### src/rtl/sqe_pkg.sv
package sqe_pkg;

  // Result handed to the transmit status word
  typedef struct packed {
    logic valid;
    logic fail;
  } sqe_stat_t;

  // True when taking one more sample fills a window of len samples
  function automatic logic window_full(input int unsigned taken,
                                       input int unsigned len);
    return (taken + 1) >= len;
  endfunction

  // Heartbeat verdict: missing pulse is a failure only when checking is on
  function automatic logic verdict(input logic pulse_seen, input logic off);
    return !off && !pulse_seen;
  endfunction

endpackage

### src/rtl/sqe_edge.sv
module sqe_edge (
  input  logic clk,
  input  logic rst_n,
  input  logic tx_en,
  output logic fall_evt,
  output logic tx_q
);

  always_ff @(posedge clk or negedge rst_n) begin
    if (!rst_n) tx_q <= 1'b0;
    else        tx_q <= tx_en;
  end

  // End of transmission: previous sample high, present sample low
  assign fall_evt = tx_q && !tx_en;

endmodule

### src/rtl/sqe_window.sv
module sqe_window #(
  parameter int unsigned WIN_LEN = 64
) (
  input  logic clk,
  input  logic rst_n,
  input  logic tx_en,
  input  logic fall_evt,
  output logic sample_evt,
  output logic close_evt,
  output logic early_evt,
  output logic win_open
);
  import sqe_pkg::*;

  localparam int unsigned CW = $clog2(WIN_LEN + 1);

  logic [CW-1:0] taken_q;
  logic [CW-1:0] taken_base;
  logic          last_evt;

  assign sample_evt = (fall_evt || win_open) && !tx_en;
  assign early_evt  = win_open && tx_en;
  assign taken_base = fall_evt ? '0 : taken_q;
  assign last_evt   = sample_evt && window_full(32'(taken_base), WIN_LEN);
  assign close_evt  = early_evt || last_evt;

  always_ff @(posedge clk or negedge rst_n) begin
    if (!rst_n) begin
      win_open <= 1'b0;
      taken_q  <= '0;
    end else if (close_evt) begin
      win_open <= 1'b0;
      taken_q  <= '0;
    end else if (sample_evt) begin
      win_open <= 1'b1;
      taken_q  <= taken_base + CW'(1);
    end
  end

  // a sample count never exceeds the window length
  p_count_bound_r2: assert property (@(posedge clk) disable iff (!rst_n)
    taken_q <= CW'(WIN_LEN));

  // end of transmission leaves the window open on the next cycle
  p_open_on_fall_r2: assert property (@(posedge clk) disable iff (!rst_n)
    fall_evt |=> win_open);

  // a restart of transmission shuts the window
  p_early_shut_r7: assert property (@(posedge clk) disable iff (!rst_n)
    (win_open && tx_en) |=> !win_open);

endmodule

### src/rtl/sqe_capture.sv
module sqe_capture (
  input  logic             clk,
  input  logic             rst_n,
  input  logic             sample_evt,
  input  logic             first_evt,
  input  logic             close_evt,
  input  logic             col_in,
  input  logic             sqe_off,
  output logic             seen_q,
  output sqe_pkg::sqe_stat_t stat_q
);
  import sqe_pkg::*;

  logic seen_now;

  assign seen_now = (first_evt ? 1'b0 : seen_q) || (sample_evt && col_in);

  always_ff @(posedge clk or negedge rst_n) begin
    if (!rst_n) begin
      seen_q <= 1'b0;
      stat_q <= '0;
    end else begin
      if (sample_evt) seen_q <= seen_now;
      stat_q.valid <= close_evt;
      stat_q.fail  <= close_evt && verdict(seen_now, sqe_off);
    end
  end

  // the flag is only ever raised together with the strobe
  p_fail_needs_valid_r8: assert property (@(posedge clk) disable iff (!rst_n)
    stat_q.fail |-> stat_q.valid);

  // with checking switched off at close, no failure is reported
  p_disabled_no_fail_r5: assert property (@(posedge clk) disable iff (!rst_n)
    (close_evt && sqe_off) |=> !stat_q.fail);

  // a sample of the pulse at close gives a pass
  p_pulse_passes_r3: assert property (@(posedge clk) disable iff (!rst_n)
    (close_evt && sample_evt && col_in) |=> (stat_q.valid && !stat_q.fail));

endmodule

### src/rtl/sqe_heartbeat_mon.sv
module sqe_heartbeat_mon #(
  parameter int unsigned WIN_LEN = 64
) (
  input  logic clk,
  input  logic rst_n,
  input  logic tx_en,
  input  logic col_in,
  input  logic sqe_off,
  output logic stat_valid,
  output logic hb_fail
);
  import sqe_pkg::*;

  logic      fall_evt;
  logic      tx_q;
  logic      sample_evt;
  logic      close_evt;
  logic      early_evt;
  logic      win_open;
  logic      seen_q;
  sqe_stat_t stat_q;

  sqe_edge u_edge (
    .clk      (clk),
    .rst_n    (rst_n),
    .tx_en    (tx_en),
    .fall_evt (fall_evt),
    .tx_q     (tx_q)
  );

  sqe_window #(.WIN_LEN(WIN_LEN)) u_window (
    .clk        (clk),
    .rst_n      (rst_n),
    .tx_en      (tx_en),
    .fall_evt   (fall_evt),
    .sample_evt (sample_evt),
    .close_evt  (close_evt),
    .early_evt  (early_evt),
    .win_open   (win_open)
  );

  sqe_capture u_capture (
    .clk        (clk),
    .rst_n      (rst_n),
    .sample_evt (sample_evt),
    .first_evt  (fall_evt),
    .close_evt  (close_evt),
    .col_in     (col_in),
    .sqe_off    (sqe_off),
    .seen_q     (seen_q),
    .stat_q     (stat_q)
  );

  assign stat_valid = stat_q.valid;
  assign hb_fail    = stat_q.fail;

  // the strobe lasts a single cycle (WIN_LEN of 2 or more)
  p_valid_single_r2: assert property (@(posedge clk) disable iff (!rst_n)
    stat_valid |=> !stat_valid);

  // an early close is reported on the next cycle
  p_early_strobe_r7: assert property (@(posedge clk) disable iff (!rst_n)
    early_evt |=> stat_valid);

  // collision during transmission outside a window leaves the pulse record alone
  p_tx_col_ignored_r6: assert property (@(posedge clk) disable iff (!rst_n)
    (tx_en && !win_open) |=> $stable(seen_q));

  // no strobe unless a transmission ended or is being restarted
  p_strobe_has_cause_r8: assert property (@(posedge clk) disable iff (!rst_n)
    (!win_open && !fall_evt) |=> !stat_valid);

  // registered transmit enable is low right after reset
  p_reset_state_r1: assert property (@(posedge clk)
    !rst_n |=> (!stat_valid && !hb_fail && !tx_q));

endmodule

### config.mk
export PLATFORM = sky130hd
export DESIGN_NAME = sqe_heartbeat_mon
export DESIGN_NICKNAME = d
export VERILOG_FILES = /design/src/rtl/sqe_pkg.sv /design/src/rtl/sqe_edge.sv /design/src/rtl/sqe_window.sv /design/src/rtl/sqe_capture.sv /design/src/rtl/sqe_heartbeat_mon.sv
export SDC_FILE = /design/constraint.sdc
export NUM_CORES = 1
export LEC_CHECK = 0
export ABC_AREA = 1
export BUFFER_PORTS_ARGS = -buffer_cell sky130_fd_sc_hd__buf_2
export CAP_MARGIN = 20
export CORE_AREA = 2 2 39 41
export CTS_BUF_LIST = sky130_fd_sc_hd__clkbuf_8
export CTS_CLUSTER_SIZE = 40
export DETAILED_ROUTE_END_ITERATION = 8
export DIE_AREA = 0 0 41 43
export HOLD_SLACK_MARGIN = 0.06
export PLACE_DENSITY = 0.72
export SLEW_MARGIN = 20
export SYNTH_ARGS = -nofsm -noshare
export SYNTH_HDL_FRONTEND = slang
export SYNTH_SLANG_ARGS = --single-unit
### constraint.sdc
create_clock -name clk -period 2 [get_ports clk]
set_clock_uncertainty 0.05 [all_clocks]
set_input_delay 0.1 -clock clk [delete_from_list [all_inputs] [get_ports clk]]
set_output_delay 0.1 -clock clk [all_outputs]
set_load 0.01 [all_outputs]
; ---- After elaboration in Yosys (flattened, before gate mapping)
; Index checks and enable logic that the tools add are counted.
; W data, S select, Z words.
[word_totals]
register_bits = 12
input_bits = 5
out_inout_bits = 2
word_cells = 29
[classes]
n_addsub = 2
n_lt_le_gt_ge = 1
n_mux = 6
n_reduce_logical = 14
[ops]
columns = operator, n
row1 = $ge A32 B7 Y1 const B, 1
row2 = $mux W7, 3
row3 = $add A7 B1 Y8 const B, 1
row4 = $add A7 B1 Y7 const B, 1
row5 = $logic_and A1 B1 Y1, 7
row6 = $logic_not A1 Y1, 3
row7 = $logic_or A1 B1 Y1, 3
row8 = $mux W1, 3
row9 = $reduce_bool A2 Y1, 1

; ---- Depth between registers and ports, before layout
[logic_depth]
word_depth = 9
ltp_mapped = 13
ltp_nobuf = 13

; ---- Hierarchy
; From an unflattened synthesis, not the netlist that was laid out.
[hier_totals]
cells_unflattened = 91
area_unflattened_um2 = 730.7
[modules_own_cells]
columns = module, instances, cells_per_inst, area_each_um2, seq_area_each_um2
row1 = sqe_window, 1, 75, 571.8, 200.2
row2 = sqe_capture, 1, 13, 123.9, 75.1
row3 = sqe_edge, 1, 3, 35.0, 25.0

; ---- Worst setup path before layout
; Ideal clock, no wire load.
[synth_path]
path_kind = reg-to-reg
startpoint = register u_edge.tx_q
endpoint = register u_capture.stat_q[1] (netlist name)
setup_time_ns = 0.114
arrival_ns = 1.482
t_required_ns = 1.836
slack_ns = 0.353
stages_incl_launch_ff = 12
n_path_buf = 0
synth_period_minus_slack_ns = 1.647
cell_sequence = dfrtp_1 > nand2_4 > inv_4 > nor2_1 > ha_1 > nand2_1 > nor2_4 > nand3_1 > nand2_2 > nand3_2 > nand2_2 > inv_1
[synth_between]
elab_chain_cells = 6
word_cells_on_any_way = 8
classes_between = 1 x add/sub / 1 x order compare / 1 x mux / 5 x reduce/logical
[synth_lines]
columns = element, line_no
row1 = from (decl), sqe_edge.sv:6  ; output logic tx_q
row2 = from (signal assigned), sqe_edge.sv:11  ; else tx_q <= tx_en;
row3 = $logic_and A1 B1 Y1 *, sqe_edge.sv:15  ; assign fall_evt = tx_q && !tx_en;
row4 = $mux W7, sqe_window.sv:23  ; assign taken_base = fall_evt ? '0 : taken_q;
row5 = $add A7 B1 Y8, sqe_pkg.sv:12  ; return (taken + 1) >= len;
row6 = $ge A32 B7 Y1, sqe_pkg.sv:12
row7 = $logic_and A1 B1 Y1 *, sqe_window.sv:24  ; assign last_evt = sample_evt && window_full(32'(taken_base), WIN_LEN);
row8 = $logic_or A1 B1 Y1 *, sqe_window.sv:25  ; assign close_evt = early_evt || last_evt;
row9 = named net close_evt, sqe_heartbeat_mon.sv:17  ; logic close_evt;
; The timed path passes the listed nets; every way through them passes the cells marked *.
; A chain may end at the register's enable or synchronous reset.

; ---- Final worst setup path
[layout_path]
startpoint = input tx_en
endpoint = register u_capture.stat_q[1] (netlist name)
[layout_between]
elab_chain_cells = 7
word_cells_on_any_way = 10
classes_between = 1 x add/sub / 1 x order compare / 1 x mux / 7 x reduce/logical
[layout_lines]
columns = element, line_no
row1 = from (decl), sqe_heartbeat_mon.sv:6  ; input logic tx_en,
row2 = $logic_not A1 Y1, "sqe_edge.sv:15, sqe_window.sv:21"
row3 = $logic_and A1 B1 Y1, sqe_edge.sv:15
row4 = $mux W7, sqe_window.sv:23
row5 = $add A7 B1 Y8, sqe_pkg.sv:12
row6 = $ge A32 B7 Y1, sqe_pkg.sv:12
row7 = $logic_and A1 B1 Y1, sqe_window.sv:24
row8 = $logic_or A1 B1 Y1 *, sqe_window.sv:25
row9 = named net close_evt, sqe_heartbeat_mon.sv:17
; Marked as above.

==> metrics.log <==
[metrics] Reg-to-Reg Start: u_edge.tx_q$_DFF_PN0_
[metrics] clock insertion delay at the later pin of the skew report: between 0.2 and 0.25 ns
[metrics] DRC marker count from the first detailed-route iteration: 7
[metrics] largest net degree at the start of global routing: 13
[metrics] number of cells on the worst reg-to-reg path: 11
[metrics] largest buffer count on any clock path: 2
[metrics] combined global-route utilization of all metal layers: 17.8%
[metrics] routed wirelength normalized by instance count: 10.9 um
[metrics] Post-Synth Adder-Cell Area: 3.71%
[metrics] number of violations of the max-capacitance limit: 0
[metrics] setup slack on the worst flop-to-flop path: 0.30 ns
[metrics] multiplexer share of the synthesized area: 0%
[metrics] cells taking the most area after synthesis: sky130_fd_sc_hd__dfrtp_1 45%, sky130_fd_sc_hd__nand2_1 12%, sky130_fd_sc_hd__inv_1 5.6%
[metrics] dpl cell area: 724 um2
[metrics] EDFF count, synth: 0
[metrics] Net Sw Frac: 23.8%
[metrics] Sum Neg Setup Slack: 0 ns
[metrics] root buffer selected by CTS: sky130_fd_sc_hd__clkbuf_8
[metrics] sequential share of the synthesized area: 44.5%
[metrics] TritonCTS Buffers: 3
[metrics] routed vias: 547
[metrics] most used routing layer in global routing: met1
[metrics] Comb power frac: 13.9%
[metrics] last weighted congestion value of the routability-driven placer: 0.854
[metrics] total half-perimeter wirelength after legalization and detailed placement: a little under 900 um
[metrics] kind of path behind the tightest hold check: in -> async
[metrics] number of optimization iterations in the first detailed-route pass: 4
[metrics] worst slew margin relative to its limit: 81.0%
[metrics] share of synthesized flip-flops with an asynchronous set or reset: 100%
[metrics] fillcell total: 121
[metrics] placed insts: 101
[metrics] io pins: 7
[metrics] kind of launch point of the worst setup path: primary input
[metrics] Die Footprint: 0.00176 mm2
[metrics] Slowest cell on crit path: sky130_fd_sc_hd__dlygate4sd3_1
[metrics] storage element area: 300 um2
[metrics] f_max: 0.530 GHz
[metrics] net count of the mapped netlist: 86
[metrics] final hold vios: 0
[metrics] Yosys reg bits: 12
[metrics] number of antenna repair diodes: 0
[metrics] Clock Pin Slew Worst Setup and Hold Paths: ~0.050 ns
[metrics] met2 track demand over resource in global routing: 24.4%
[metrics] total of warnings raised by yosys: 0
[metrics] sum of routed wire length over all layers: 1200 um
[metrics] TritonCTS clock tree: done
[metrics] post-synthesis compound-gate area fraction: 2.60%
[metrics] fraction of final layout cells sized beyond drive strength 1: 29.8%
[metrics] Avg Synthesized Cell Area: 8.54 um2
[metrics] commonest register cell after synthesis: sky130_fd_sc_hd__dfrtp_1
[metrics] slew at the pin closest to its max-slew limit: 0.285 ns
[metrics] switching component of the power: ~130 uW
[metrics] simple-gate share of the synthesized area: between 30% and 40%
[metrics] number of H-tree levels: 1
[metrics] utilization after layout: 60.0%
[metrics] count of mapped cells out of synthesis: 79
[metrics] Worst VDD drop: 0.000465 V
[metrics] most instantiated cells after synthesis: 21 x sky130_fd_sc_hd__nand2_1, 12 x sky130_fd_sc_hd__dfrtp_1, 10 x sky130_fd_sc_hd__inv_1
[metrics] number of antenna violations at the first check in global routing: 0
[metrics] number of pins with negative max-slew slack in the final report: 0
[metrics] net count of the finished layout: 103
[metrics] # setup viols final: 0
[metrics] outcome: complete, no violations
[metrics] most numerous cell in the Yosys netlist: sky130_fd_sc_hd__nand2_1
[metrics] share of the synthesized netlist area taken by xor and xnor gates: 2.60%
[metrics] met3 Usage GRT: 3.14%
[metrics] post-route DRC violation count: 0
[metrics] Final Instance Count excl. Fillers: 110
[metrics] number of global-route vias before repair: 535
[metrics] critical path arrival: 1.96 ns
[metrics] area used by multi-input combinational logic: 337 um2
[metrics] Period minus WS final: roughly 1.9 ns
[metrics] Die Width: 41 um
[metrics] Layout Cell Area excl Fill: around 830 um2
[metrics] die boundary height: 43 um
[metrics] Tcrit/Tclk final: 94.3%
[metrics] vias per inst: 4.97
[metrics] number of distinct library cells after synthesis: 18
[metrics] Final Hold Slack: approximately 0.21 ns
[metrics] Post-Place Worst Slack: 0.197 ns
[metrics] netlist area before placement: between 600 and 700 um2
[metrics] starting density of the core: 48.7%
[metrics] classification of the worst setup path: in -> reg
[metrics] Power Total: 554 uW
[metrics] internal power component: between 400 and 500 uW
[metrics] area added between synthesis and finish: 23.2%
[metrics] GRT overflow: 0
[metrics] largest family of logic cells by synthesized area: simple AND/OR/NAND/NOR gates
[metrics] endpoint kind of the worst setup timing path: register
[metrics] total core area: 0.00138 mm2
[metrics] post-synth top area cell: sky130_fd_sc_hd__dfrtp_1
[metrics] critical path, cell by cell: dlygate4sd3_1 > buf_2 > inv_2 > nand2_4 > inv_4 > nor2_2 > ha_2 > nand2_1 > nor2_4 > nand3_1 > nand2_4 > nand3_2 > nand2_2 > inv_1
[metrics] met1 capacity usage during global routing: 24.6%
[metrics] Sequential Power Share: 48.7%
[metrics] endpoint of the most critical register-to-register path: u_capture.stat_q[1]$_DFF_PN0_
[metrics] clk sink count: 12
[metrics] crit-path max cell delay: 0.52 ns
[metrics] leakage power: 0.443 nW
[metrics] first-pass GRT wire length: 2080 um
[metrics] highest fanout seen on the critical path: 8
[metrics] Yosys top cell area share: 44.5%
[metrics] Detail Route Antenna Nets: 0
[metrics] Final WS setup: 0.114 ns
[metrics] data required time of the worst path: 2.08 ns
[metrics] Clock Power Share: 37.4%
[metrics] most prevalent standard cell on the critical path: sky130_fd_sc_hd__nand2_4
[metrics] P per Cell Area: 667 mW/mm2
[metrics] Std-Cell Rows: 14
[metrics] port buffer count: 6
critical path: cells and delay by family:
family | cells | cell delay [ns]
adders and majority gates | 1 | 0.20
and+or+nand+nor | 8 | 0.84
buffers and inverters | 5 | 0.82
power by group through the flow:
stage	Sequential [mW]	Clock, mW	Combinational [mW]
6_report	0.270	0.207	0.0768
5_1_grt	0.272	0.225	0.0883
4_1_cts	0.270	0.217	0.0749
3_5_place_dp	0.274	0	0.0685
3_3_place_gp	0.274	0	0.0676
2_1_floorplan	0.273	0	0.0474
metal layers:
layer / part of all wire [%] / vias to the layer above
met3: 2.0 / 5
met5: 0 / -
met4: 2.5 / 0
met2: 49 / 11
met1: 46 / 248
li1: - / 283
layout by cell type, fill, tap and decap left out, drive strengths merged:
master,instances
a22oi,1
buf,8
clkbuf,3
dfrtp,12
dlygate4sd3,4
ha,2
inv,12
nand2,26
nand3,6
nand4,6
nor2,10
o21ai,2
xnor2,2
sequential cells by signal, summed over array words and instances, names as in the netlist:
name,flops
u_capture.seen_q,1
u_capture.stat_q,2
u_edge.tx_q,1
u_window.taken_q,7
u_window.win_open,1
cells by family (layout without fill, tap and decap cells):
| group | Yosys count | after routing |
|---|---|---|
| xor gates and xnor gates | 2 | 2 |
| buffers and inverters | 12 | 27 |
| and+or+nand+nor | 48 | 48 |
| adders and majority gates | 2 | 2 |
| AOI/OAI and AO/OA | 3 | 3 |
| DFF | 12 | 12 |
area by class of cell:
class                   count  share of cell area [%]
repair buffers             12                    10.2
clock buffers               3                    4.97
flip-flops and latches     12                    36.1
inverters                  12                    5.72
well taps                  16                    2.41
multi-input cells          55                    40.5
worst max path at each step:
stage | from | end | cells after the start
5_1_grt | tx_en | u_capture.stat_q[0]$_DFF_PN0_ | 15
6_report | tx_en | u_capture.stat_q[1]$_DFF_PN0_ | 14
2_1_floorplan | u_edge.tx_q$_DFF_PN0_ | u_capture.stat_q[1]$_DFF_PN0_ | 11
3_5_place_dp | u_edge.tx_q$_DFF_PN0_ | u_capture.stat_q[1]$_DFF_PN0_ | 11
3_3_place_gp | u_edge.tx_q$_DFF_PN0_ | u_capture.stat_q[1]$_DFF_PN0_ | 11
4_1_cts | tx_en | u_capture.stat_q[1]$_DFF_PN0_ | 14
timing repair:
item / CTS / global route
hold buffers: 4 / 0
setup endpoints to repair: 0 / 9
buffers inserted: 0 / 2
endpoints found under the hold margin: 15 / 0
resized for setup: 0 / 3
Power figures use the tool's default switching activity.
